## src/rtl/los_rec_pkg.sv

```systemverilog
package los_rec_pkg;
  typedef enum logic [1:0] {
    ST_IDLE  = 2'd0,
    ST_ARMED = 2'd1,
    ST_MEAS  = 2'd2
  } los_st_e;
endpackage

```

## src/rtl/los_pulse_ctr.sv

```systemverilog
module los_pulse_ctr #(
  parameter int W        = 9,
  parameter int MAXV     = 256,
  parameter bit SATURATE = 1'b1
) (
  input  logic         clk,
  input  logic         rst,
  input  logic         clr,
  input  logic         start,
  input  logic         step,
  output logic [W-1:0] cnt_nx
);
  localparam logic [W-1:0] TOP = W'(MAXV);

  logic [W-1:0] cnt_q;
  logic [W-1:0] cnt_inc;

  generate
    if (SATURATE) begin : g_sat
      assign cnt_inc = (cnt_q >= TOP) ? TOP : cnt_q + 1'b1;
    end else begin : g_wrap
      assign cnt_inc = cnt_q + 1'b1;
    end
  endgenerate

  always_comb begin
    if (clr)        cnt_nx = '0;
    else if (start) cnt_nx = W'(1);
    else if (step)  cnt_nx = cnt_inc;
    else            cnt_nx = cnt_q;
  end

  always_ff @(posedge clk) begin
    if (rst) cnt_q <= '0;
    else     cnt_q <= cnt_nx;
  end
endmodule

```

## src/rtl/los_win_timer.sv

```systemverilog
module los_win_timer #(
  parameter int W = 13
) (
  input  logic         clk,
  input  logic         rst,
  input  logic         clr,
  input  logic         start,
  input  logic         tick,
  output logic [W-1:0] tim_nx
);
  logic [W-1:0] tim_q;

  always_comb begin
    if (clr)        tim_nx = '0;
    else if (start) tim_nx = W'(1);
    else if (tick)  tim_nx = tim_q + 1'b1;
    else            tim_nx = tim_q;
  end

  always_ff @(posedge clk) begin
    if (rst) tim_q <= '0;
    else     tim_q <= tim_nx;
  end
endmodule

```

## src/rtl/los_density_recovery.sv

```systemverilog
module los_density_recovery
  import los_rec_pkg::*;
#(
  parameter int TH_W      = 8,
  parameter int WL_W      = 8,
  parameter int WIN_SHIFT = 4
) (
  input  logic            clk,
  input  logic            rst,
  input  logic            bit_en,
  input  logic            mark_in,
  input  logic            los_set,
  input  logic [TH_W-1:0] thresh,
  input  logic [WL_W-1:0] win_len,
  output logic            los_flag
);
  localparam int CNT_W   = TH_W + 1;
  localparam int CNT_MAX = 1 << TH_W;
  localparam int TIM_W   = WL_W + WIN_SHIFT + 1;

  los_st_e          st_q;
  logic             in_win;
  logic             armed;
  logic             open_win;
  logic             step;
  logic             hit;
  logic             win_end;
  logic [CNT_W-1:0] cnt_nx;
  logic [CNT_W-1:0] need;
  logic [TIM_W-1:0] tim_nx;
  logic [TIM_W-1:0] win_lim;

  assign in_win   = (st_q == ST_MEAS);
  assign armed    = (st_q == ST_ARMED);
  assign open_win = armed && bit_en && mark_in && !los_set;
  assign step     = in_win && bit_en && !los_set;
  assign need     = CNT_W'(thresh) + 1'b1;
  assign win_lim  = (TIM_W'(win_len) + 1'b1) << WIN_SHIFT;
  assign hit      = (cnt_nx >= need);
  assign win_end  = (tim_nx == win_lim);

  los_pulse_ctr #(
    .W(CNT_W), .MAXV(CNT_MAX), .SATURATE(1'b1)
  ) u_ctr (
    .clk(clk), .rst(rst), .clr(los_set), .start(open_win),
    .step(step && mark_in), .cnt_nx(cnt_nx)
  );

  los_win_timer #(
    .W(TIM_W)
  ) u_tim (
    .clk(clk), .rst(rst), .clr(los_set), .start(open_win),
    .tick(step), .tim_nx(tim_nx)
  );

  always_ff @(posedge clk) begin
    if (rst) begin
      st_q     <= ST_IDLE;
      los_flag <= 1'b0;
    end else if (los_set) begin
      st_q     <= ST_ARMED;
      los_flag <= 1'b1;
    end else begin
      case (st_q)
        ST_ARMED: begin
          if (open_win) begin
            if (hit) begin
              st_q     <= ST_IDLE;
              los_flag <= 1'b0;
            end else begin
              st_q <= ST_MEAS;
            end
          end
        end
        ST_MEAS: begin
          if (step) begin
            if (hit) begin
              st_q     <= ST_IDLE;
              los_flag <= 1'b0;
            end else if (win_end) begin
              st_q <= ST_ARMED;
            end
          end
        end
        default: st_q <= ST_IDLE;
      endcase
    end
  end
endmodule

```

## config.mk

```make
export PLATFORM = sky130hd
export DESIGN_NAME = los_density_recovery
export DESIGN_NICKNAME = d
export VERILOG_FILES = /design/src/rtl/los_rec_pkg.sv /design/src/rtl/los_pulse_ctr.sv /design/src/rtl/los_win_timer.sv /design/src/rtl/los_density_recovery.sv
export SDC_FILE = /design/constraint.sdc
export NUM_CORES = 1
export LEC_CHECK = 0
export ABC_AREA = 1
export BUFFER_PORTS_ARGS = -buffer_cell sky130_fd_sc_hd__buf_2
export CAP_MARGIN = 20
export CORE_MARGIN = 1.5
export CORE_UTILIZATION = 44
export DETAILED_ROUTE_END_ITERATION = 6
export PLACE_DENSITY = 0.76
export SYNTH_ARGS = -nofsm -noshare
export SYNTH_HDL_FRONTEND = slang
export SYNTH_SLANG_ARGS = --single-unit
```

## constraint.sdc

```tcl
create_clock -name clk -period 2.7 [get_ports clk]
set_input_delay 0.405 -clock clk [delete_from_list [all_inputs] [get_ports clk]]
set_output_delay 0.405 -clock clk [all_outputs]
set_load 0.03 [all_outputs]
```

* Word-level counts from Yosys, hierarchy flattened *
Index checks and enable logic that the tools add are counted.

storage, ports and cells
  register bits = 25
  input bits = 21
  word-level logic and storage cells = 51

operators by class
  add/subtract/negate cells = 4
  $lt $le $gt $ge = 2
  equal/unequal tests = 9
  multiplexer cells = 19
  reductions and logical operators = 12

operators with widths
  operator                                                  number
  two-way mux 13 bit                                        3
  two-way mux 9 bit                                         4
  adder 8 x 1 -> 9 bit, second input constant               2
  adder 13 x 1 -> 13 bit, second input constant             1
  == test 13 bit                                            1
  two-way mux 2 bit                                         5
  adder 9 x 1 -> 9 bit, second input constant               1
  greater-or-equal comparator 9 bit                         1
  greater-or-equal comparator 9 bit, second input constant  1
  AND reduction 3 bit                                       3
  logical AND 1 bit                                         6
  != test 3 x 2 -> 1 bit, second input constant             2
  two-way mux 1 bit                                         5
  != test 2 x 1 -> 1 bit, second input constant             2
  != test 4 x 2 -> 1 bit, second input constant             1
  case mux 2 bit (2 select lines)                           1
  != test 3 x 1 -> 1 bit, second input constant             1
  nonzero test 3 bit                                        1
  == test 2 x 1 -> 1 bit, second input constant             1
  == test 2 bit, second input constant                      1
  case mux 1 bit (2 select lines)                           1
  OR reduction 2 bit                                        1
  zero test 1 bit                                           1

* Longest topological paths before layout *
Gate-level depths: netlist of run 1.

  depth after elaboration = 12
  depth in mapped cells = 22
  mapped depth without buffers = 22

* By module *
From an unflattened synthesis of run 1, not the netlist that was laid out.

unflattened totals
  cell total of the unflattened synthesis = 381
  area total of the unflattened synthesis = 2264.7 sq um

modules (own cells, without submodules)
  module                times used  cells an instance  area each (sq um)
  los_density_recovery  1           179                955.9
  los_win_timer         1           117                770.7
  los_pulse_ctr         1           85                 538.0

* Least setup slack after synthesis of run 1 *
No wires, ideal clock.

  path kind = reg2reg
  start point = register st_q[0]
  end point = register st_q[0]
  setup time = 0.109 ns
  arrival time = 2.780 ns
  slack = -0.189 ns
  cell stages (with the launch flop) = 21
  path through = dfxtp_1 > inv_1 > ha_1 > nand3_4 > nor4_1 > and3_1 > nand3_1 > nand2_1 > nor2_1 > ha_1 > nand2_1 > nor2_1 > nand2_1 > o2111ai_1 > nor2_1 > nand2_2 > nand2_1 > nand2_1 > nand3_1 > nand2_1 > inv_1

on the way
  cells in the longest elaborated chain, start to end = 12
  elaborated cells between the ends (all ways) = 24

RTL lines
  item                                 line                        source
  start, declared                      los_density_recovery.sv:21  los_st_e st_q;
  start signal, assigned               los_density_recovery.sv:58  st_q <= ST_IDLE;
  start signal, assigned               los_density_recovery.sv:61  st_q <= ST_ARMED;
  start signal, assigned               los_density_recovery.sv:68  st_q <= ST_IDLE;
  == test 2 bit                        los_density_recovery.sv:33  assign in_win = (st_q == ST_MEAS);
  logical AND 1 bit (2 in a row)       los_density_recovery.sv:36  assign step = in_win && bit_en && !los_set;
  logical AND 1 bit                    los_density_recovery.sv:46  .step(step && mark_in), .cnt_nx(cnt_nx)
  two-way mux 9 bit                    los_pulse_ctr.sv:29         else if (step) cnt_nx = cnt_inc;
  two-way mux 9 bit *                  los_pulse_ctr.sv:28         else if (start) cnt_nx = W'(1);
  two-way mux 9 bit *                  los_pulse_ctr.sv:27         if (clr) cnt_nx = '0;
  via cnt_nx[6]                        los_density_recovery.sv:28  logic [CNT_W-1:0] cnt_nx;
  greater-or-equal comparator 9 bit *  los_density_recovery.sv:39  assign hit = (cnt_nx >= need);
  two-way mux 2 bit                    los_density_recovery.sv:77  if (hit) begin
  two-way mux 2 bit                    los_density_recovery.sv:76  if (step) begin
  case mux 2 bit (2 select lines)      los_density_recovery.sv:64  case (st_q)
  two-way mux 1 bit                    los_density_recovery.sv:60  end else if (los_set) begin

Mark *: on every way through the listed nets, which the timed path passes. The rest lies on a longest branch. The select of a mux whose other input is x is not followed.
A chain may end at the register's enable or synchronous reset.

* Final worst setup path of run 1 *
Same ends and word-level chain as after synthesis.

==> flow_metrics.py, run 1 <==
metrics = {
    "sta": {
        "tightest_slew_ps": 504,
        "fin_setup_tns_ps": -78.8,
        "grt_setup_unrepaired": "true",
        "slew_viol_final": 0,
        "finalCriticalPeriod_ps": 2760,
        "hold_violations": 0,
        "setup_violations": 2,
        "hold_ws_ps": 469,
        "fin_skew_ps": 5.62,
        "clock.fmax_ghz": 0.363,
        "finalCritPeriodShare_pct": 102,
        "fin_ws_ps": -57.0,
        "max-slew-margin-rel_pct": 66.4,
    },
    "floorplan": {
        "core-area_um2": 4690,
        "dieWidth_um": 72.3,
        "row_count": 25,
        "fp.dieArea_um2": 5230,
        "io_pins": 22,
        "start_util_pct": 45.1,
        "dieHeight_um": 72.3,
    },
    "clocking": {
        "cts_sinks": 25,
        "cts_tree": "built",
        "worstSkewPairLatency_ps": 270,
        "clk_path_buf_depth": 2,
        "cts-root-buf": "clkbuf_8",
        "cts_buffers": 3,
        "cts.reportedPaths.clkPinSlew_ps": 100,
        "ctsHtreeMaxLevel": 1,
    },
    "power": {
        "p_leak_nw": 1.26,
        "power_density_nw_per_um2": 296,
        "p_clk_share_pct": 30.2,
        "p_int_mw": 0.545,
        "switching_share_pct": 29.4,
        "seq_power_share_pct": 48.5,
        "p_comb_share_pct": 21.3,
        "vdd_drop_max_v": 0.000222,
        "power.net_switching_mw": 0.227,
    },
    "logic_synthesis": {
        "syn-num-nets": 377,
        "synth_seq_cells": 25,
        "postSynthAreaPerCell_um2": 6.22,
        "ys_seq_area_share_pct": 23.7,
        "yosysWarnings": 0,
        "syn_inst": 340,
        "ys_types": 30,
        "netlist_area_um2": 2120,
    },
    "critical_path": {
        "cp_slowest_stage_delay_ps": 330,
        "reg2reg_from": "st_q[0]",
        "path_class": "reg2reg",
        "r2r_slack_ps": -60,
        "crit_path_start_kind": "register",
        "path_max_fanout": 7,
        "reg2reg_depth": 18,
        "cp.buffers_inverters": 3,
        "r2r_end": "st_q[0]",
        "crit_chain": "buf_4, ha_1, nand3_1, nand2_1, a21oi_2, clkinv_2, nor3_2, ha_1, a21oi_1, o21ai_0, nand2_1, o2111ai_2, nor2_1, nand2_2, nand3_1, nand3_1, nand2_1, inv_1",
        "crit_path_end_kind": "register",
        "slowest_stage": "dfxtp_2",
        "critical_path_required_ps": 2880,
        "arrival_ps": 2940,
        "cpLargestDelayFamily": "simple AND/OR/NAND/NOR gates",
    },
    "placed_design": {
        "post-dp-hpwl_mm": 3.99,
        "port_buffers": 21,
        "routabilityCongestion": 0.825,
    },
    "grt": {
        "met2_usage_pct": 34.5,
        "gr-usage-met1_pct": 26.7,
        "grt_max_degree": 25,
        "use_met3_pct": 2.50,
        "grt_pass1_wl_mm": 8.36,
        "grt_busiest_layer": "met2",
        "first_global_vias": 2002,
        "globalRoute.totalOverflow": 0,
        "grt_antenna_before_repair": 0,
        "grt.total_usage_pct": 19.9,
    },
    "run": {
        "maxCapViolCount": 0,
    },
    "drt": {
        "first_pass_iters": 4,
        "wirelength_mm": 5.28,
        "viasPerCell": 5.15,
        "wl_per_cell_um": 12.0,
        "drcViolationCount": 0,
        "drt_iter0_markers": 164,
        "routed-via-count": 2273,
        "detail-route-antenna-nets": 0,
    },
    "worst_hold_path": {
        "hp-class": "reg2reg",
        "whs_endpoint": "los_flag",
        "holdPathStages": 2,
        "hp-start": "los_flag",
    },
    "finish": {
        "syn_to_final_growth_pct": 23.1,
        "antenna_cells": 0,
        "drive_gt1_share_pct": 20.9,
        "post-route-util_pct": 55.5,
        "final_nets": 425,
    },
    "outcome": {
        "outcome": "complete, but fails checks",
        "violations": "negative setup slack",
    },
}
## through the flow
stage	setup WS (ps)	power, mW	instances	instance area [um^2]
finish	-57.0	0.772	441	2600
global route	-243	0.808	441	2600
CTS	1.85	0.766	439	2550
detailed placement	-156	0.535	434	2460
global placement	-89.9	0.533	434	2460
floorplan	9.75	0.472	340	2130
## flip-flops by register name, summed over array words and instances, names as in the netlist
register,cells
u_ctr.cnt_q,9
los_flag,1
st_q,2
u_tim.tim_q,13
## synth_stat cells
library cell	count	area share (%)
and3_1	2	0.59
nand2_1	84	15
nor2_4	3	1.6
xor2_1	9	3.7
o2111ai_1	1	0.41
clkinv_1	1	0.18
nand3_1	38	9.0
clkbuf_1	2	0.35
nand4_1	15	4.4
buf_2	1	0.24
nand3_4	1	0.83
nor2_1	37	6.6
o21ai_1	1	0.24
o211ai_1	2	0.71
nand2_2	1	0.30
ha_1	16	9.5
inv_1	54	9.6
nand3b_1	4	1.4
o21ai_0	5	1.2
xnor2_1	1	0.41
dfxtp_1	25	24
o21a_1	1	0.35
nand3_2	1	0.47
nor4_1	5	1.5
o21bai_2	2	1.1
o21bai_1	2	0.71
a21oi_1	12	2.8
nor3_1	10	2.4
inv_2	2	0.35
nor2_2	2	0.59
## kinds of logic after synthesis
| kind of cell | synth area share, % |
|---|---|
| fa+ha+maj | 9.46 |
| flops | 23.7 |
| xor+xnor | 4.14 |
| compound gates | 7.51 |
| simple gates | 44.5 |
| buf+inv | 10.7 |
## power by group through the flow
stage               Sequential, mW  Combinational (mW)  Clock, mW
floorplan                    0.385              0.0869          0
global placement             0.382               0.150          0
detailed placement           0.382               0.152          0
CTS                          0.374               0.156      0.236
global route                 0.375               0.183      0.250
finish                       0.374               0.164      0.233
## final cells by class
class,count,area (um^2)
well taps,54,67.6
clock buffers,4,45.0
flip-flops and latches,25,505
fillers,448,2090
repair buffers,46,293
multi-input cells,255,1480
inverters,57,215
## routing by layer
layer / vias to the layer above / share of wire (%)
met5: - / 0
met4: 0 / 0.45
met3: 2 / 4.7
met2: 50 / 46
met1: 1013 / 48
li1: 1208 / -
## worst min-delay path, stage by stage, from the launching register on
cell,delay [ps]
dfxtp_1,320
nand2_1,50
a21oi_1,50
## placed cells by master (no fill, tap or decap), types with 2 or more instances in the layout
| cell type | Yosys | layout |
|---|---|---|
| nand2_1 | 84 | 81 |
| inv_1 | 54 | 52 |
| nand3_1 | 38 | 37 |
| nor2_1 | 37 | 36 |
| buf_4 | 0 | 25 |
| dfxtp_1 | 25 | 23 |
| buf_2 | 1 | 21 |
| nand4_1 | 15 | 15 |
| ha_1 | 16 | 14 |
| a21oi_1 | 12 | 10 |
| xor2_1 | 9 | 9 |
| nor3_1 | 10 | 8 |
| o21ai_0 | 5 | 5 |
| nand3b_1 | 4 | 4 |
| inv_2 | 2 | 4 |
| nand2_2 | 1 | 4 |
| nor4_1 | 5 | 4 |
| nor2_4 | 3 | 3 |
| nor2_2 | 2 | 3 |
| clkbuf_8 | 0 | 3 |
| and3_4 | 0 | 2 |
| nand3_2 | 1 | 2 |
| a21oi_2 | 0 | 2 |
| nor3_2 | 0 | 2 |
| o211ai_1 | 2 | 2 |
| o21bai_2 | 2 | 2 |
| o21bai_1 | 2 | 2 |
| ha_4 | 0 | 2 |
## worst max path at each step
stage | startpoint | end | slack (ps) | depth (start not counted)
CTS | st_q[0] | st_q[0] | 2 | 20
floorplan | st_q[0] | st_q[0] | 10 | 22
finish | st_q[0] | st_q[0] | -60 | 18
global placement | los_set | st_q[0] | -90 | 18
detailed placement | los_set | st_q[0] | -160 | 18
global route | u_ctr.cnt_q[1] | st_q[0] | -240 | 21
## repair_timing
action                     4_1_cts  5_1_grt
gates cloned                     0        0
gates resized for setup         10       10
hold buffers                     0        0
setup endpoints to repair        3        3
pin swaps                        8       16
buffers inserted                 1        2
hold endpoints to repair         0        0
No activity file was read; power rests on OpenSTA's default activity.
==> inputs of run 2 (changes only) <==
ABC_AREA = 0   (was 1)
CORE_UTILIZATION = 50   (was 44)
PLACE_DENSITY = 0.83   (was 0.76)
==> run 2 against run 1 <==
The flow still finishes with violations (negative setup slack). Cell count fell by 12%. Die area decreased by 9.3%. Wire length grew 7.3%. Sequential power hardly changed. Cell area up 5.6%. Clock skew rose by 6.2 ps. Sequential cell count did not move. Setup slack lost 340 ps. Critical path type unchanged. Largest cell class unchanged. Largest power group unchanged.
==> flow_metrics.py, run 2 <==
metrics = {
    "outcome": {
        "outcome": "complete, but fails checks",
        "violations": "negative setup slack",
    },
    "clocking": {
        "cts_buffers": 3,
        "cts-root-buf": "clkbuf_8",
        "cts_sinks": 25,
        "clk_path_buf_depth": 2,
        "cts.reportedPaths.clkPinSlew_ps": 100,
        "worstSkewPairLatency_ps": 280,
        "cts_tree": "built",
        "ctsHtreeMaxLevel": 1,
    },
    "power": {
        "seq_power_share_pct": 48.0,
        "p_comb_share_pct": 21.8,
        "p_clk_share_pct": 30.3,
        "power.net_switching_mw": 0.226,
        "p_int_mw": 0.554,
        "vdd_drop_max_v": 0.000201,
        "p_leak_nw": 1.08,
        "power_density_nw_per_um2": 284,
        "switching_share_pct": 28.9,
    },
    "finish": {
        "top_register": "u_tim.tim_q",
        "final_nets": 374,
        "largest_reg_flops": 13,
        "drive_gt1_share_pct": 28.0,
        "largestRegisters": "u_tim.tim_q: 13 flops, u_ctr.cnt_q: 9 flops, st_q: 2 flops",
        "stdcell_area_um2": 2750,
        "antenna_cells": 0,
        "post-route-util_pct": 67.3,
        "syn_to_final_growth_pct": 26.6,
        "fill_cells": 351,
        "layout_commonest_cell": "buf_4",
        "final_cell_mix": "buf_4, nor2_1, dfxtp_1, buf_2, nand2_1",
        "layout.cells.non_filler": 386,
    },
    "critical_path": {
        "endpoint": "st_q[0]",
        "critical_path_required_ps": 2880,
        "path_class": "reg2reg",
        "crit_path_start_kind": "register",
        "r2r_end": "st_q[0]",
        "crit_path_end_kind": "register",
        "reg2reg_from": "st_q[0]",
        "reg2reg_depth": 15,
        "path_max_fanout": 6,
        "r2r_slack_ps": -400,
        "arrival_ps": 3280,
        "cp-startpoint": "st_q[0]",
    },
    "sta": {
        "hold_violations": 0,
        "tightest_slew_ps": 459,
        "hold_ws_ps": 499,
        "setup_violations": 2,
        "finalCriticalPeriod_ps": 3100,
        "clock.fmax_ghz": 0.323,
        "grt_setup_unrepaired": "true",
        "fin_skew_ps": 11.8,
        "max-slew-margin-rel_pct": 69.1,
        "slew_viol_final": 0,
        "finalCritPeriodShare_pct": 115,
        "fin_ws_ps": -398,
    },
    "grt": {
        "grt.total_usage_pct": 24.9,
        "first_global_vias": 2097,
        "grt_antenna_before_repair": 0,
        "grt_pass1_wl_mm": 8.93,
        "grt_max_degree": 20,
        "globalRoute.totalOverflow": 0,
    },
    "logic_synthesis": {
        "ys_seq_area_share_pct": 23.0,
        "synth_fa_ha_area_share_pct": 9.22,
        "yosysTopAreaCell": "dfxtp_1",
        "synth_top_family_by_area": "simple AND/OR/NAND/NOR gates",
        "netlist_area_um2": 2170,
        "synth_edf_count": 0,
        "ys.flop_type": "dfxtp_1",
        "synth_xor_area_share_pct": 9.68,
        "yosysMostFrequentCell": "nor2_1",
        "muxShareOfSynthArea_pct": 3.23,
        "postSynthAreaPerCell_um2": 7.76,
        "syn-num-nets": 317,
        "synth_top_area_share_pct": 23.0,
        "synth_common_cells": "nor2_1, dfxtp_1, nand2_1",
        "synthSimpleGateAreaFrac_pct": 31.0,
        "synth_seq_cells": 25,
        "ys_types": 60,
        "syn_inst": 280,
        "yosysWarnings": 0,
        "ys_top_cells_by_area": "dfxtp_1, ha_1, nor2_1, xnor2_1, xor2_1",
        "async_reset_ff_share_pct": 0,
        "synth-compound-area-share_pct": 17.9,
    },
    "placed_design": {
        "place_inst": 374,
        "post-dp-hpwl_mm": 4.15,
        "placedInstanceArea_um2": 2560,
        "port_buffers": 21,
        "routabilityCongestion": 0.957,
    },
    "drt": {
        "drcViolationCount": 0,
        "viasPerCell": 5.89,
        "wl_per_cell_um": 14.7,
        "wirelength_mm": 5.67,
        "first_pass_iters": 4,
        "routed-via-count": 2275,
        "detail-route-antenna-nets": 0,
        "drt_iter0_markers": 152,
    },
    "floorplan": {
        "dieWidth_um": 68.9,
        "core-area_um2": 4090,
        "start_util_pct": 53.2,
        "row_count": 23,
        "fp.dieArea_um2": 4750,
        "dieHeight_um": 68.9,
        "io_pins": 22,
    },
    "worst_hold_path": {
        "hp-class": "in2reg",
    },
    "run": {
        "maxCapViolCount": 0,
    },
}
run 2: final cells by class:
class | instances | area (um^2) | share of cell area [%]
clock buffer | 3 | 41.3 | 1.50
clock inverter | 1 | 7.51 | 0.273
inverter | 16 | 60.1 | 2.18
multi-input combinational | 227 | 1640 | 59.8
sequential | 25 | 503 | 18.3
tap | 50 | 62.6 | 2.28
timing repair buffer | 64 | 432 | 15.7
run 2: worst min path at each step:
| stage | to | slack, ps | startpoint | cells after the start |
|---|---|---|---|---|
| after global routing | u_tim.tim_q[0] | 520 | los_set | 3 |
| final | u_tim.tim_q[0] | 500 | los_set | 3 |
| after CTS | u_tim.tim_q[0] | 490 | los_set | 3 |
| after global placement | los_flag | 480 | los_flag | 2 |
| after floorplan | u_tim.tim_q[11] | 490 | u_tim.tim_q[11] | 2 |
| after detailed placement | los_flag | 470 | los_flag | 2 |
run 2: routing by layer:
layer  track usage (%)  up-vias  share of wire (%)
li1                  -     1123                  -
met5                 0        -                  0
met4              6.62        0                2.0
met3              3.57       11                4.0
met1              26.7     1071                 41
met2              49.8       70                 53
run 2: cell families after synthesis:
group	after synthesis
AND/OR/NAND/NOR	124
AO/OA/AOI/OAI	56
buffers and inverters	28
flip-flops	25
XOR/XNOR	24
adder cells (fa/ha/maj)	16
multiplexers	7
run 2: what timing repair did:
action / 4_1_cts / 5_1_grt
hold buffers: 0 / 0
resized for setup: 13 / 5
pin swaps: 16 / 11
setup endpoints to repair: 3 / 3
setup buffers: 6 / 2
run 2: per-stage QoR:
stage | setup TNS, ps | setup WS [ps] | power, mW
2_1_floorplan | -633 | -382 | 0.475
3_3_place_gp | -747 | -419 | 0.531
3_5_place_dp | -850 | -460 | 0.535
4_1_cts | -454 | -279 | 0.782
5_1_grt | -1100 | -551 | 0.818
6_report | -681 | -398 | 0.780
run 2: power groups by stage:
stage	Sequential [mW]	Combinational, mW	Clock [mW]
detailed placement	0.382	0.153	0
CTS	0.374	0.163	0.246
global placement	0.382	0.148	0
floorplan	0.384	0.0912	0
global route	0.374	0.186	0.258
finish	0.374	0.170	0.236
run 2: critical path, cell delays in order, from the launching register on:
cell and delay, ps:
dfxtp_2 350, inv_2 50, ha_4 160, and3b_2 200, and2_4 180, and3_4 170
buf_4 130, nand2_1 100, xor2_2 170, nor2_1 60, ha_1 240, nor4_4 290
o21ai_2 130, a211o_1 280, or4_1 410, o311ai_1 90
